--- src/rtl/lsu_pkg.sv ---
package lsu_pkg;
  localparam int BUS_W     = 16;
  localparam int DATA_W    = 64;
  localparam int SEL_W     = BUS_W / 8;
  localparam int LANE_W    = $clog2(SEL_W);
  localparam int MAX_BEATS = DATA_W / BUS_W;
  localparam int IDX_W     = $clog2(MAX_BEATS);
  localparam int CNT_W     = $clog2(MAX_BEATS + 1);

  typedef enum logic [1:0] {
    SZ_B = 2'd0,
    SZ_H = 2'd1,
    SZ_W = 2'd2,
    SZ_D = 2'd3
  } size_e;
endpackage

--- src/rtl/lsu_align.sv ---
module lsu_align
  import lsu_pkg::*;
(
  input  size_e            size_i,
  input  logic [2:0]       addr_lo_i,
  output logic             misaligned_o,
  output logic [CNT_W-1:0] nbeats_o
);
  always_comb begin
    case (size_i)
      SZ_B: begin misaligned_o = 1'b0;            nbeats_o = CNT_W'(1); end
      SZ_H: begin misaligned_o = addr_lo_i[0];    nbeats_o = CNT_W'(1); end
      SZ_W: begin misaligned_o = |addr_lo_i[1:0]; nbeats_o = CNT_W'(2); end
      default: begin misaligned_o = |addr_lo_i;   nbeats_o = CNT_W'(MAX_BEATS); end
    endcase
  end
endmodule

--- src/rtl/lsu_cmd.sv ---
module lsu_cmd
  import lsu_pkg::*;
#(
  parameter int AW = 32
) (
  input  logic              clk_i,
  input  logic              rst_ni,
  input  logic              start_i,
  input  logic              busy_i,
  input  logic              we_i,
  input  size_e             size_i,
  input  logic [AW-1:0]     addr_i,
  input  logic [DATA_W-1:0] wdata_i,
  input  logic [CNT_W-1:0]  nbeats_i,
  input  logic              stall_i,
  output logic              stb_o,
  output logic              we_o,
  output logic [AW-1:0]     adr_o,
  output logic [BUS_W-1:0]  dat_o,
  output logic [SEL_W-1:0]  sel_o
);
  logic [AW-1:0]     base_q;
  logic [DATA_W-1:0] wdata_q;
  size_e             size_q;
  logic              we_q;
  logic [CNT_W-1:0]  nb_q, icnt_q;
  logic [BUS_W-1:0]  slice [MAX_BEATS];

  for (genvar g = 0; g < MAX_BEATS; g++) begin : g_slice
    assign slice[g] = wdata_q[g*BUS_W +: BUS_W];
  end

  always_ff @(posedge clk_i or negedge rst_ni) begin
    if (!rst_ni) begin
      base_q  <= '0;
      wdata_q <= '0;
      size_q  <= SZ_B;
      we_q    <= 1'b0;
      nb_q    <= '0;
      icnt_q  <= '0;
    end else if (start_i) begin
      base_q  <= addr_i;
      wdata_q <= wdata_i;
      size_q  <= size_i;
      we_q    <= we_i;
      nb_q    <= nbeats_i;
      icnt_q  <= '0;
    end else if (stb_o && !stall_i) begin
      icnt_q  <= icnt_q + CNT_W'(1);
    end
  end

  assign stb_o = busy_i && (icnt_q < nb_q);
  assign we_o  = we_q;
  assign adr_o = base_q + AW'({icnt_q, 1'b0});
  assign dat_o = (size_q == SZ_B) ? {SEL_W{wdata_q[7:0]}} : slice[icnt_q[IDX_W-1:0]];
  assign sel_o = (size_q == SZ_B) ? (SEL_W'(1) << base_q[LANE_W-1:0]) : '1;
endmodule

--- src/rtl/lsu_rsp.sv ---
module lsu_rsp
  import lsu_pkg::*;
(
  input  logic              clk_i,
  input  logic              rst_ni,
  input  logic              start_i,
  input  logic              busy_i,
  input  logic              we_i,
  input  size_e             size_i,
  input  logic [LANE_W-1:0] lane_i,
  input  logic [CNT_W-1:0]  nbeats_i,
  input  logic              ack_i,
  input  logic [BUS_W-1:0]  dat_i,
  output logic              last_o,
  output logic              done_o,
  output logic [DATA_W-1:0] rdata_o
);
  logic [CNT_W-1:0]  rcnt_q, nb_q;
  logic              we_q;
  size_e             size_q;
  logic [LANE_W-1:0] lane_q;
  logic              hit;
  logic [7:0]        byte_pick;

  assign hit       = busy_i && ack_i;
  assign last_o    = hit && (rcnt_q == nb_q - CNT_W'(1));
  assign byte_pick = dat_i[{lane_q, 3'b000} +: 8];

  always_ff @(posedge clk_i or negedge rst_ni) begin
    if (!rst_ni) begin
      rcnt_q <= '0;
      nb_q   <= '0;
      we_q   <= 1'b0;
      size_q <= SZ_B;
      lane_q <= '0;
      done_o <= 1'b0;
    end else begin
      done_o <= last_o;
      if (start_i) begin
        rcnt_q <= '0;
        nb_q   <= nbeats_i;
        we_q   <= we_i;
        size_q <= size_i;
        lane_q <= lane_i;
      end else if (hit) begin
        rcnt_q <= rcnt_q + CNT_W'(1);
      end
    end
  end

  // one result lane per beat position
  for (genvar g = 0; g < MAX_BEATS; g++) begin : g_lane
    logic [BUS_W-1:0] acc_q;
    always_ff @(posedge clk_i or negedge rst_ni) begin
      if (!rst_ni)
        acc_q <= '0;
      else if (start_i)
        acc_q <= '0;
      else if (hit && !we_q && rcnt_q == CNT_W'(g))
        acc_q <= (size_q == SZ_B) ? BUS_W'(byte_pick) : dat_i;
    end
    assign rdata_o[g*BUS_W +: BUS_W] = acc_q;
  end
endmodule

--- src/rtl/lsu_narrow.sv ---
module lsu_narrow
  import lsu_pkg::*;
#(
  parameter int AW = 32
) (
  input  logic              clk_i,
  input  logic              rst_ni,
  input  logic              req_valid_i,
  input  logic              req_we_i,
  input  logic [1:0]        req_size_i,
  input  logic [AW-1:0]     req_addr_i,
  input  logic [DATA_W-1:0] req_wdata_i,
  output logic              ready_o,
  output logic              done_o,
  output logic [DATA_W-1:0] rdata_o,
  output logic              misalign_o,
  output logic              wb_cyc_o,
  output logic              wb_stb_o,
  output logic              wb_we_o,
  output logic [AW-1:0]     wb_adr_o,
  output logic [BUS_W-1:0]  wb_dat_o,
  output logic [SEL_W-1:0]  wb_sel_o,
  input  logic              wb_stall_i,
  input  logic              wb_ack_i,
  input  logic [BUS_W-1:0]  wb_dat_i
);
  size_e            size;
  logic             mis, try_q, start, last, busy_q, mis_q;
  logic [CNT_W-1:0] nbeats;

  assign size  = size_e'(req_size_i);
  assign try_q = req_valid_i && !busy_q;
  assign start = try_q && !mis;

  lsu_align u_align (
    .size_i      (size),
    .addr_lo_i   (req_addr_i[2:0]),
    .misaligned_o(mis),
    .nbeats_o    (nbeats)
  );

  always_ff @(posedge clk_i or negedge rst_ni) begin
    if (!rst_ni) begin
      busy_q <= 1'b0;
      mis_q  <= 1'b0;
    end else begin
      mis_q <= try_q && mis;
      if (start)     busy_q <= 1'b1;
      else if (last) busy_q <= 1'b0;
    end
  end

  lsu_cmd #(.AW(AW)) u_cmd (
    .clk_i   (clk_i),
    .rst_ni  (rst_ni),
    .start_i (start),
    .busy_i  (busy_q),
    .we_i    (req_we_i),
    .size_i  (size),
    .addr_i  (req_addr_i),
    .wdata_i (req_wdata_i),
    .nbeats_i(nbeats),
    .stall_i (wb_stall_i),
    .stb_o   (wb_stb_o),
    .we_o    (wb_we_o),
    .adr_o   (wb_adr_o),
    .dat_o   (wb_dat_o),
    .sel_o   (wb_sel_o)
  );

  lsu_rsp u_rsp (
    .clk_i   (clk_i),
    .rst_ni  (rst_ni),
    .start_i (start),
    .busy_i  (busy_q),
    .we_i    (req_we_i),
    .size_i  (size),
    .lane_i  (req_addr_i[LANE_W-1:0]),
    .nbeats_i(nbeats),
    .ack_i   (wb_ack_i),
    .dat_i   (wb_dat_i),
    .last_o  (last),
    .done_o  (done_o),
    .rdata_o (rdata_o)
  );

  assign ready_o    = !busy_q;
  assign wb_cyc_o   = busy_q;
  assign misalign_o = mis_q;
endmodule

--- config.mk ---
export PLATFORM = sky130hd
export DESIGN_NAME = lsu_narrow
export DESIGN_NICKNAME = d
export VERILOG_FILES = /design/src/rtl/lsu_pkg.sv /design/src/rtl/lsu_align.sv /design/src/rtl/lsu_cmd.sv /design/src/rtl/lsu_rsp.sv /design/src/rtl/lsu_narrow.sv
export SDC_FILE = /design/constraint.sdc
export NUM_CORES = 1
export LEC_CHECK = 0
export BUFFER_PORTS_ARGS = -buffer_cell sky130_fd_sc_hd__buf_2
export CELL_PAD_IN_SITES_DETAIL_PLACEMENT = 0
export CELL_PAD_IN_SITES_GLOBAL_PLACEMENT = 1
export CORE_MARGIN = 1
export CORE_UTILIZATION = 39
export CTS_CLUSTER_DIAMETER = 80
export DETAILED_ROUTE_END_ITERATION = 12
export GPL_TIMING_DRIVEN = 0
export PLACE_DENSITY_LB_ADDON = 0.2
export SYNTH_ARGS = -nofsm -noshare
export SYNTH_HDL_FRONTEND = slang
export SYNTH_SLANG_ARGS = --single-unit
--- constraint.sdc ---
create_clock -name clk_i -period 2.18 [get_ports clk_i]
set_input_delay 0.109 -clock clk_i [delete_from_list [all_inputs] [get_ports clk_i]]
set_output_delay 0.109 -clock clk_i [all_outputs]
set_load 0.03 [all_outputs]
==> qor.csv, run 1 <==
stage,metric,value,unit
floorplanning,die_height,149.1,um
sta,maxSlewHeadroom,46.48,%
clock_network,numCtsBuffers,17,
finish,syn2layout_area_growth,47.70,%
power_and_ir_drop,clockPowerShare,16.1,%
yosys,ys_warn_count,0,
finish,stdcell_count,1604,
yosys,synth_compound_area_share,8.309,%
clock_network,htree_num_levels,4,
yosys,yosys.area_share.adder,2.018,%
drt,wl,27.91,mm
setup_path,cp_max_fo,5,
placed_design,routabilityCongestion,0.8152,
placed_design,port_buffers,239,
setup_path,r2r-end,u_rsp.g_lane[0].acc_q[1],
global_routing,grt_pass1_vias,7930,
power_and_ir_drop,finalPower,19.08,mW
power_and_ir_drop,p_sw,8.685,mW
finish,finish.utilization,59.07,%
setup_path,worst_ep_arrival_time,2.37,ns
placed_design,dp_hpwl,19.11,mm
setup_path,path_delay_family,adder cells,
clock_network,cts-root-buf,clkbuf_16,
sta,max_freq,0.4034,GHz
flow_run,cap_violations,0,
drt,drc,0,
finish,num-nets-final,1450,
clock_network,clock_latency,0.44,ns
hold_path,whs_path_depth,3,
yosys,syn_nets,1064,
sta,setup_slack,-0.2988,ns
power_and_ir_drop,powerDensity,1532,nW/um^2
yosys,avgSynthCellArea,9.058,sq um
hold_path,hold_path.class,in2reg,
yosys,synth_edf_count,0,
clock_network,cts_tree,yes,
hold_path,min_to,u_rsp.g_lane[1].acc_q[7],
yosys,syn-cell-area,8433,sq um
yosys,ys_types,52,
finish,diodes,0,
finish,fillers,1885,
sta,hold_viol,0,
floorplanning,ios,240,
setup_path,rr_worst_depth,4,
placed_design,dp_cells,1446,
drt,viasPerCell,4.971,
power_and_ir_drop,leakagePower,6.253,nW
clock_network,clock-sinks,175,
drt,drt_iter0_drc,362,
setup_path,slowest_delay,0.37,ns
sta,whs,0.1820,ns
setup_path,crit_slowest_cell,dfrtp_1,
setup_path,cp.required,2.07,ns
yosys,ys_seq_area_share,51.93,%
power_and_ir_drop,comb_power_share,52.7,%
yosys,synthArstFlopShare,100.0,%
yosys,synthFlopType,dfrtp_1,
placed_design,place_ws,-0.4680,ns
setup_path,end_kind,output pin,
finish,drive_gt1_share,29.95,%
power_and_ir_drop,seqPwrFrac,31.2,%
sta,finClkSkew,0.01213,ns
drt,vias,7974,
clock_network,cts_max_path_buffers,2,
setup_path,critPathLaunchType,flop,
sta,rsz0062_at_grt,true,
setup_path,r2r_slack,0.19,ns
power_and_ir_drop,intPower,10.40,mW
drt,wire_per_inst,17.40,um
yosys,ys_ff_latch,175,
yosys,muxShareOfSynthArea,4.139,%
setup_path,cp.depth,10,
global_routing,grt_max_degree,100,
drt,drtPass1Iterations,5,
floorplanning,fp.dieArea,22220,sq um
yosys,synth_top_family_by_area,simple AND/OR/NAND/NOR gates,
yosys,postSynthCellCount,931,
clock_network,clkSlewWorstSetupHoldPaths,0.06,ns
global_routing,gr-total-overflow,0,
setup_path,path_cells,"ha_2, inv_2, fa_2, nor2b_2, o21ba_4, buf_4, buf_16, nand3_2, xnor2_2, buf_6",
setup_path,crit_type,reg2out,
sta,slew_viol_final,0,
floorplanning,die_x,149.1,um
floorplanning,initial_core_util,39.99,%
setup_path,critPathBufInv,4,
sta,worst_pin_slew,0.7805,ns
global_routing,antenna_found_initial,0,
power_and_ir_drop,ir_worst_vdd,0.7800,mV
sta,fin_crit,2.479,ns
sta,period_share,113.7,%
global_routing,grt_util_all_layers,25.70,%
floorplanning,rows,53,
hold_path,hp-start,wb_dat_i[7],
drt,ant_nets,0,
yosys,yosys.area_share.simple,25.21,%
sta,setup_viol,27,
global_routing,grt_pass1_wl,43.13,mm
yosys,synthXorXnorAreaFrac,3.635,%
floorplanning,core-area,21090,sq um
run_status,violations,negative setup slack,
run_status,status,finished with violations,
power_and_ir_drop,p_sw_share,45.51,%
setup_path,r2r_start,u_rsp.size_q[1],
==> worst min-delay path, stage by stage <==
cell and delay (ns):
buf_2 0.07, mux2i_1 0.14, a211oi_1 0.23
==> worst max-delay path by stage <==
stage                         to            start
2_1_floorplan       wb_adr_o[27]  u_cmd.icnt_q[1]
3_3_place_gp   u_cmd.wdata_q[32]           rst_ni
3_5_place_dp        wb_adr_o[27]  u_cmd.icnt_q[1]
4_1_cts             wb_adr_o[27]  u_cmd.icnt_q[0]
5_1_grt             wb_adr_o[11]  u_cmd.icnt_q[0]
6_report            wb_adr_o[11]  u_cmd.icnt_q[0]
==> registers in the layout (all words and copies together), names as in the netlist <==
name and flops:
u_rsp.done_o 1, u_cmd.nb_q 3, u_rsp.rcnt_q 3, u_rsp.g_lane.acc_q 64
u_rsp.size_q 2, u_cmd.base_q 32, u_cmd.icnt_q 3, misalign_o 1
u_rsp.we_q 1, u_cmd.wdata_q 64, wb_cyc_o 1
==> cell usage in the layout, fill, tap and decap left out, drive strengths merged, types with 2 or more instances in the layout <==
master / netlist / final
nand2: 362 / 362
buf: 43 / 296
dfrtp: 175 / 175
dlygate4sd3: 0 / 110
nor2: 43 / 43
nand3: 42 / 42
a21oi: 37 / 37
clkbuf: 15 / 37
a211oi: 34 / 34
xnor2: 32 / 32
nand4: 17 / 17
inv: 14 / 17
o21ai: 14 / 14
ha: 12 / 12
nor2b: 11 / 11
mux2i: 9 / 9
mux4: 8 / 8
a31oi: 8 / 8
mux2: 7 / 7
a22oi: 7 / 7
and2: 5 / 5
and3: 5 / 5
clkinvlp: 0 / 4
nor3: 3 / 4
and4: 4 / 4
xor2: 3 / 3
clkinv: 0 / 3
a21o: 2 / 2
nand2b: 2 / 2
o211ai: 2 / 2
or3: 2 / 2
bufinv: 0 / 2
==> what timing repair did <==
action	CTS	global route
pin swaps	13	16
cloned	1	2
hold buffers	110	0
buffers inserted	12	5
endpoints found under the hold margin	205	0
endpoints found under the setup margin	44	43
gates resized for setup	72	74
==> power groups by stage <==
stage	clock network [mW]	logic, mW	registers (mW)
finish	3.07	10.1	5.96
CTS	3.12	9.48	5.93
global placement	0	8.76	5.91
global route	3.22	10.8	6.17
floorplan	0	5.09	6.89
detailed placement	0	8.85	5.96
==> area by class of cell <==
class                   instances  area [sq um]  area share, %
plain buffers                  56         404.1          3.245
clock buffers                  19         442.9          3.556
clock inverters                12         135.1          1.085
inverters                      14         55.05         0.4420
multi-input cells             685          3968          31.85
flip-flops and latches        175          4379          35.16
well taps                     275         344.1          2.762
repair buffers                368          2728          21.90
==> routing by layer <==
metal  global-route usage (%)  vias to the layer above  part of all wire, %  routed length, um
met4                    8.622                        0                  2.3                643
li1                         -                     3864                    -                  -
met3                    4.159                       36                  4.3               1212
met5                        0                        -                    0                  0
met1                    34.86                     3841                   46              12720
met2                    41.79                      233                   48              13330
==> metrics by stage <==
step | setup TNS (ns) | area [sq um]
floorplan | 0 | 8522
global placement | -351.75 | 10060
detailed placement | -4.885 | 10100
CTS | -8.787 | 12160
global route | -7.312 | 12460
finish | -4.348 | 12460
==> cells in the mapped netlist, drive strengths merged, types with 7 or more instances <==
master	n	area, sq um
inv	14	52.55
o21ai	14	70.07
nand3	42	210.2
mux4	8	180.2
clkbuf	15	56.30
a211oi	34	260.3
a21oi	37	185.2
a31oi	8	50.05
a22oi	7	52.55
buf	43	292.8
ha	12	150.1
nand4	17	106.4
mux2	7	78.83
xnor2	32	280.3
nor2b	11	68.82
mux2i	9	90.09
nor2	43	163.9
dfrtp	175	4379
nand2	362	1364
==> cells by family after synthesis <==
family	count (synthesis)
xor+xnor	35
mux	24
fa+ha+maj	13
simple gates	502
compound gates	110
buf+inv	72
flops	175
No activity file was read; power rests on OpenSTA's default activity.
==> inputs of run 2 (changes only) <==
--- a/config.mk
+++ b/config.mk
@@ -9,11 +9,12 @@
 export CELL_PAD_IN_SITES_DETAIL_PLACEMENT = 0
 export CELL_PAD_IN_SITES_GLOBAL_PLACEMENT = 1
 export CORE_MARGIN = 1
-export CORE_UTILIZATION = 39
+export CORE_UTILIZATION = 42
 export CTS_CLUSTER_DIAMETER = 80
 export DETAILED_ROUTE_END_ITERATION = 12
 export GPL_TIMING_DRIVEN = 0
 export PLACE_DENSITY_LB_ADDON = 0.2
 export SYNTH_ARGS = -nofsm -noshare
 export SYNTH_HDL_FRONTEND = slang
+export SYNTH_HIERARCHICAL = 1
 export SYNTH_SLANG_ARGS = --single-unit
==> qor.csv, run 2 <==
stage,metric,value,unit
yosys,yosys-top-cells-count,"182 x dfrtp_1, 112 x mux2_2, 52 x nand2_1, 33 x mux2i_1, 27 x xnor2_1",
yosys,yosys.cell_count.top_type,dfrtp_1,
run_status,violations,negative setup slack,
yosys,synthFlopType,dfrtp_1,
finish,final_area,12720,sq um
setup_path,end_kind,output pin,
clock_network,numCtsBuffers,17,
global_routing,gr-total-overflow,0,
clock_network,cts_tree,yes,
finish,final_common_cell,buf_2,
yosys,ys_seq_area_share,51.82,%
placed_design,port_buffers,239,
drt,wl,24.94,mm
sta,setup_slack,-0.2809,ns
clock_network,clock-sinks,182,
clock_network,htree_num_levels,4,
finish,drive_gt1_share,46.78,%
power_and_ir_drop,leakagePower,6.002,nW
drt,drt_iter0_drc,338,
yosys,synthArstFlopShare,100.0,%
floorplanning,die_x,146.7,um
yosys,synth_top_cell_by_area,dfrtp_1,
drt,drc,0,
sta,worst_pin_slew,0.7514,ns
yosys,synthTopCellsByArea,"dfrtp_1 52%, mux2_2 14%, mux2i_1 3.8%, xnor2_1 2.7%, nand2_1 2.2%",
floorplanning,core-area,20360,sq um
finish,diodes,0,
drt,drtPass1Iterations,6,
run_status,status,finished with violations,
sta,maxSlewHeadroom,48.47,%
drt,vias,6978,
clock_network,clkSlewWorstSetupHoldPaths,0.07,ns
drt,viasPerCell,5.082,
yosys,netlist.area_leader.share,51.82,%
hold_path,hold_path.class,in2reg,
setup_path,cp_max_fo,5,
flow_run,cap_violations,0,
yosys,postSynthCellCount,711,
placed_design,routabilityCongestion,0.7830,
sta,max_freq,0.4063,GHz
global_routing,grt_pass1_wl,38.87,mm
yosys,syn_nets,844,
floorplanning,initial_core_util,43.16,%
finish,largestRegisters,"u_cmd/wdata_q (64), u_rsp/g_lane.acc_q (64), u_cmd/base_q (32)",
setup_path,crit_type,reg2out,
power_and_ir_drop,finalPower,19.75,mW
placed_design,placed_area,10400,sq um
power_and_ir_drop,powerDensity,1552,nW/um^2
clock_network,cts_max_path_buffers,2,
sta,fin_crit,2.461,ns
finish,syn2layout_area_growth,44.78,%
floorplanning,ios,240,
global_routing,grt_pass1_vias,7187,
setup_path,worst_ep_arrival_time,2.35,ns
global_routing,grt_max_degree,105,
yosys,synth_edf_count,0,
sta,slew_viol_final,0,
floorplanning,fp.dieArea,21510,sq um
finish,layout_common_cells,"202 x buf_2, 181 x dfrtp_1, 111 x mux2_2",
floorplanning,rows,52,
sta,setup_viol,25,
finish,num-nets-final,1224,
sta,finClkSkew,0.01368,ns
sta,period_share,112.9,%
floorplanning,die_height,146.7,um
power_and_ir_drop,ir_worst_vdd,0.8032,mV
yosys,ys_types,54,
placed_design,dp_hpwl,16.74,mm
global_routing,grt_util_all_layers,23.31,%
setup_path,cp.required,2.07,ns
sta,rsz0062_at_grt,true,
sta,hold_viol,0,
global_routing,antenna_found_initial,2,
setup_path,critPathLaunchType,flop,
yosys,avgSynthCellArea,12.36,sq um
yosys,ys_ff_latch,182,
clock_network,clock_latency,0.43,ns
drt,wire_per_inst,18.16,um
yosys,ys_warn_count,6,
yosys,syn-cell-area,8788,sq um
clock_network,cts-root-buf,clkbuf_16,
drt,ant_nets,0,
## run 2: changes by cell type after synthesis, moves of 11 or more
cell      delta
mux2_2     +105
nand2_1    -308
nor2_1      -25
nand3_1     -28
nand2b_1    +23
buf_2       -19
a21oi_1     -17
mux2i_1     +24
clkbuf_1    +11
## run 2: path summary, 6_finish.rpt
check / startpoint / end / slack (ns) / depth (start not counted)
setup / recovery: u_cmd/icnt_q[2] / wb_adr_o[22] / -0.28 / 7
hold / removal: wb_dat_i[12] / u_rsp/g_lane[2].acc_q[12] / 0.04 / 3
setup reg to reg: wb_cyc_o / u_cmd/wdata_q[43] / 0.23 / 5
hold reg to reg: u_cmd/wdata_q[40] / u_cmd/wdata_q[40] / 0.51 / 1
max in group asynchronous: rst_ni / u_cmd/base_q[19] / 1.01 / 3
min in group asynchronous: rst_ni / u_rsp/g_lane[0].acc_q[4] / 0.22 / 2
## run 2: cell type report
class                           count  area [sq um]
Buffer                             43         337.8
Timing Repair Buffer              363          2643
Multi-Input combinational cell    472          4252
Fill cell                        1611          7641
Clock inverter                     13         113.9
Sequential cell                   182          4556
Clock buffer                       18         439.2
Tap cell                          270         337.8
Inverter                           12         45.04
## run 2: per-stage QoR
stage	instances	worst slack, ns	TNS, ns	hold slack (ns)	util, %
after floorplan	711	0.01035	0	-0.1866	-
after global placement	1220	-2.119	-413.51	0.3398	50.88
after detailed placement	1221	-0.4383	-29.03	0.1249	51.06
after CTS	1371	-0.2876	-5.853	0.03397	61.32
after global routing	1373	-0.3780	-6.813	0.04232	62.48
final	1373	-0.2809	-4.331	0.04333	62.48
## run 2: power breakdown
part	total, mW	internal [mW]	switching [mW]
logic	10.6	4.61	5.97
clock network	2.95	1.53	1.42
registers	6.22	4.96	1.26
total	19.7	11.1	8.65
## run 2: per-layer routing
metal / global-route usage [%] / wire [um] / up-vias
li1: - / - / 3301
met1: 31.74 / 11220 / 3442
met2: 37.20 / 11990 / 201
met3: 5.656 / 1372 / 30
met4: 5.990 / 332 / 4
met5: 0 / 27 / -
## run 2: logic make-up (layout without fill, tap and decap cells)
logic type | after synthesis | in the layout | share of synthesized area, %
AND/OR/NAND/NOR | 164 | 164 | 10.39
XOR/XNOR | 35 | 35 | 3.488
multiplexers | 153 | 153 | 20.16
buffers and inverters | 57 | 449 | 3.459
adder cells (fa/ha/maj) | 13 | 13 | 1.936
flip-flops | 182 | 182 | 51.82
AO/OA/AOI/OAI | 107 | 107 | 8.741
## run 2: what timing repair did
item,CTS,global route
buffers inserted,15,4
gates cloned,2,1
endpoints found under the setup margin,150,141
gates resized for setup,114,72
hold buffers,103,0
pin swaps,12,18
endpoints found under the hold margin,183,0
## run 2: worst max-delay path, stage by stage, from the launching register on
cell       delay (ns)
dfrtp_1          0.42
ha_4             0.32
a21oi_4          0.07
a2111oi_4        0.41
buf_6            0.18
nand4_1          0.15
xnor2_2          0.23
buf_6            0.16
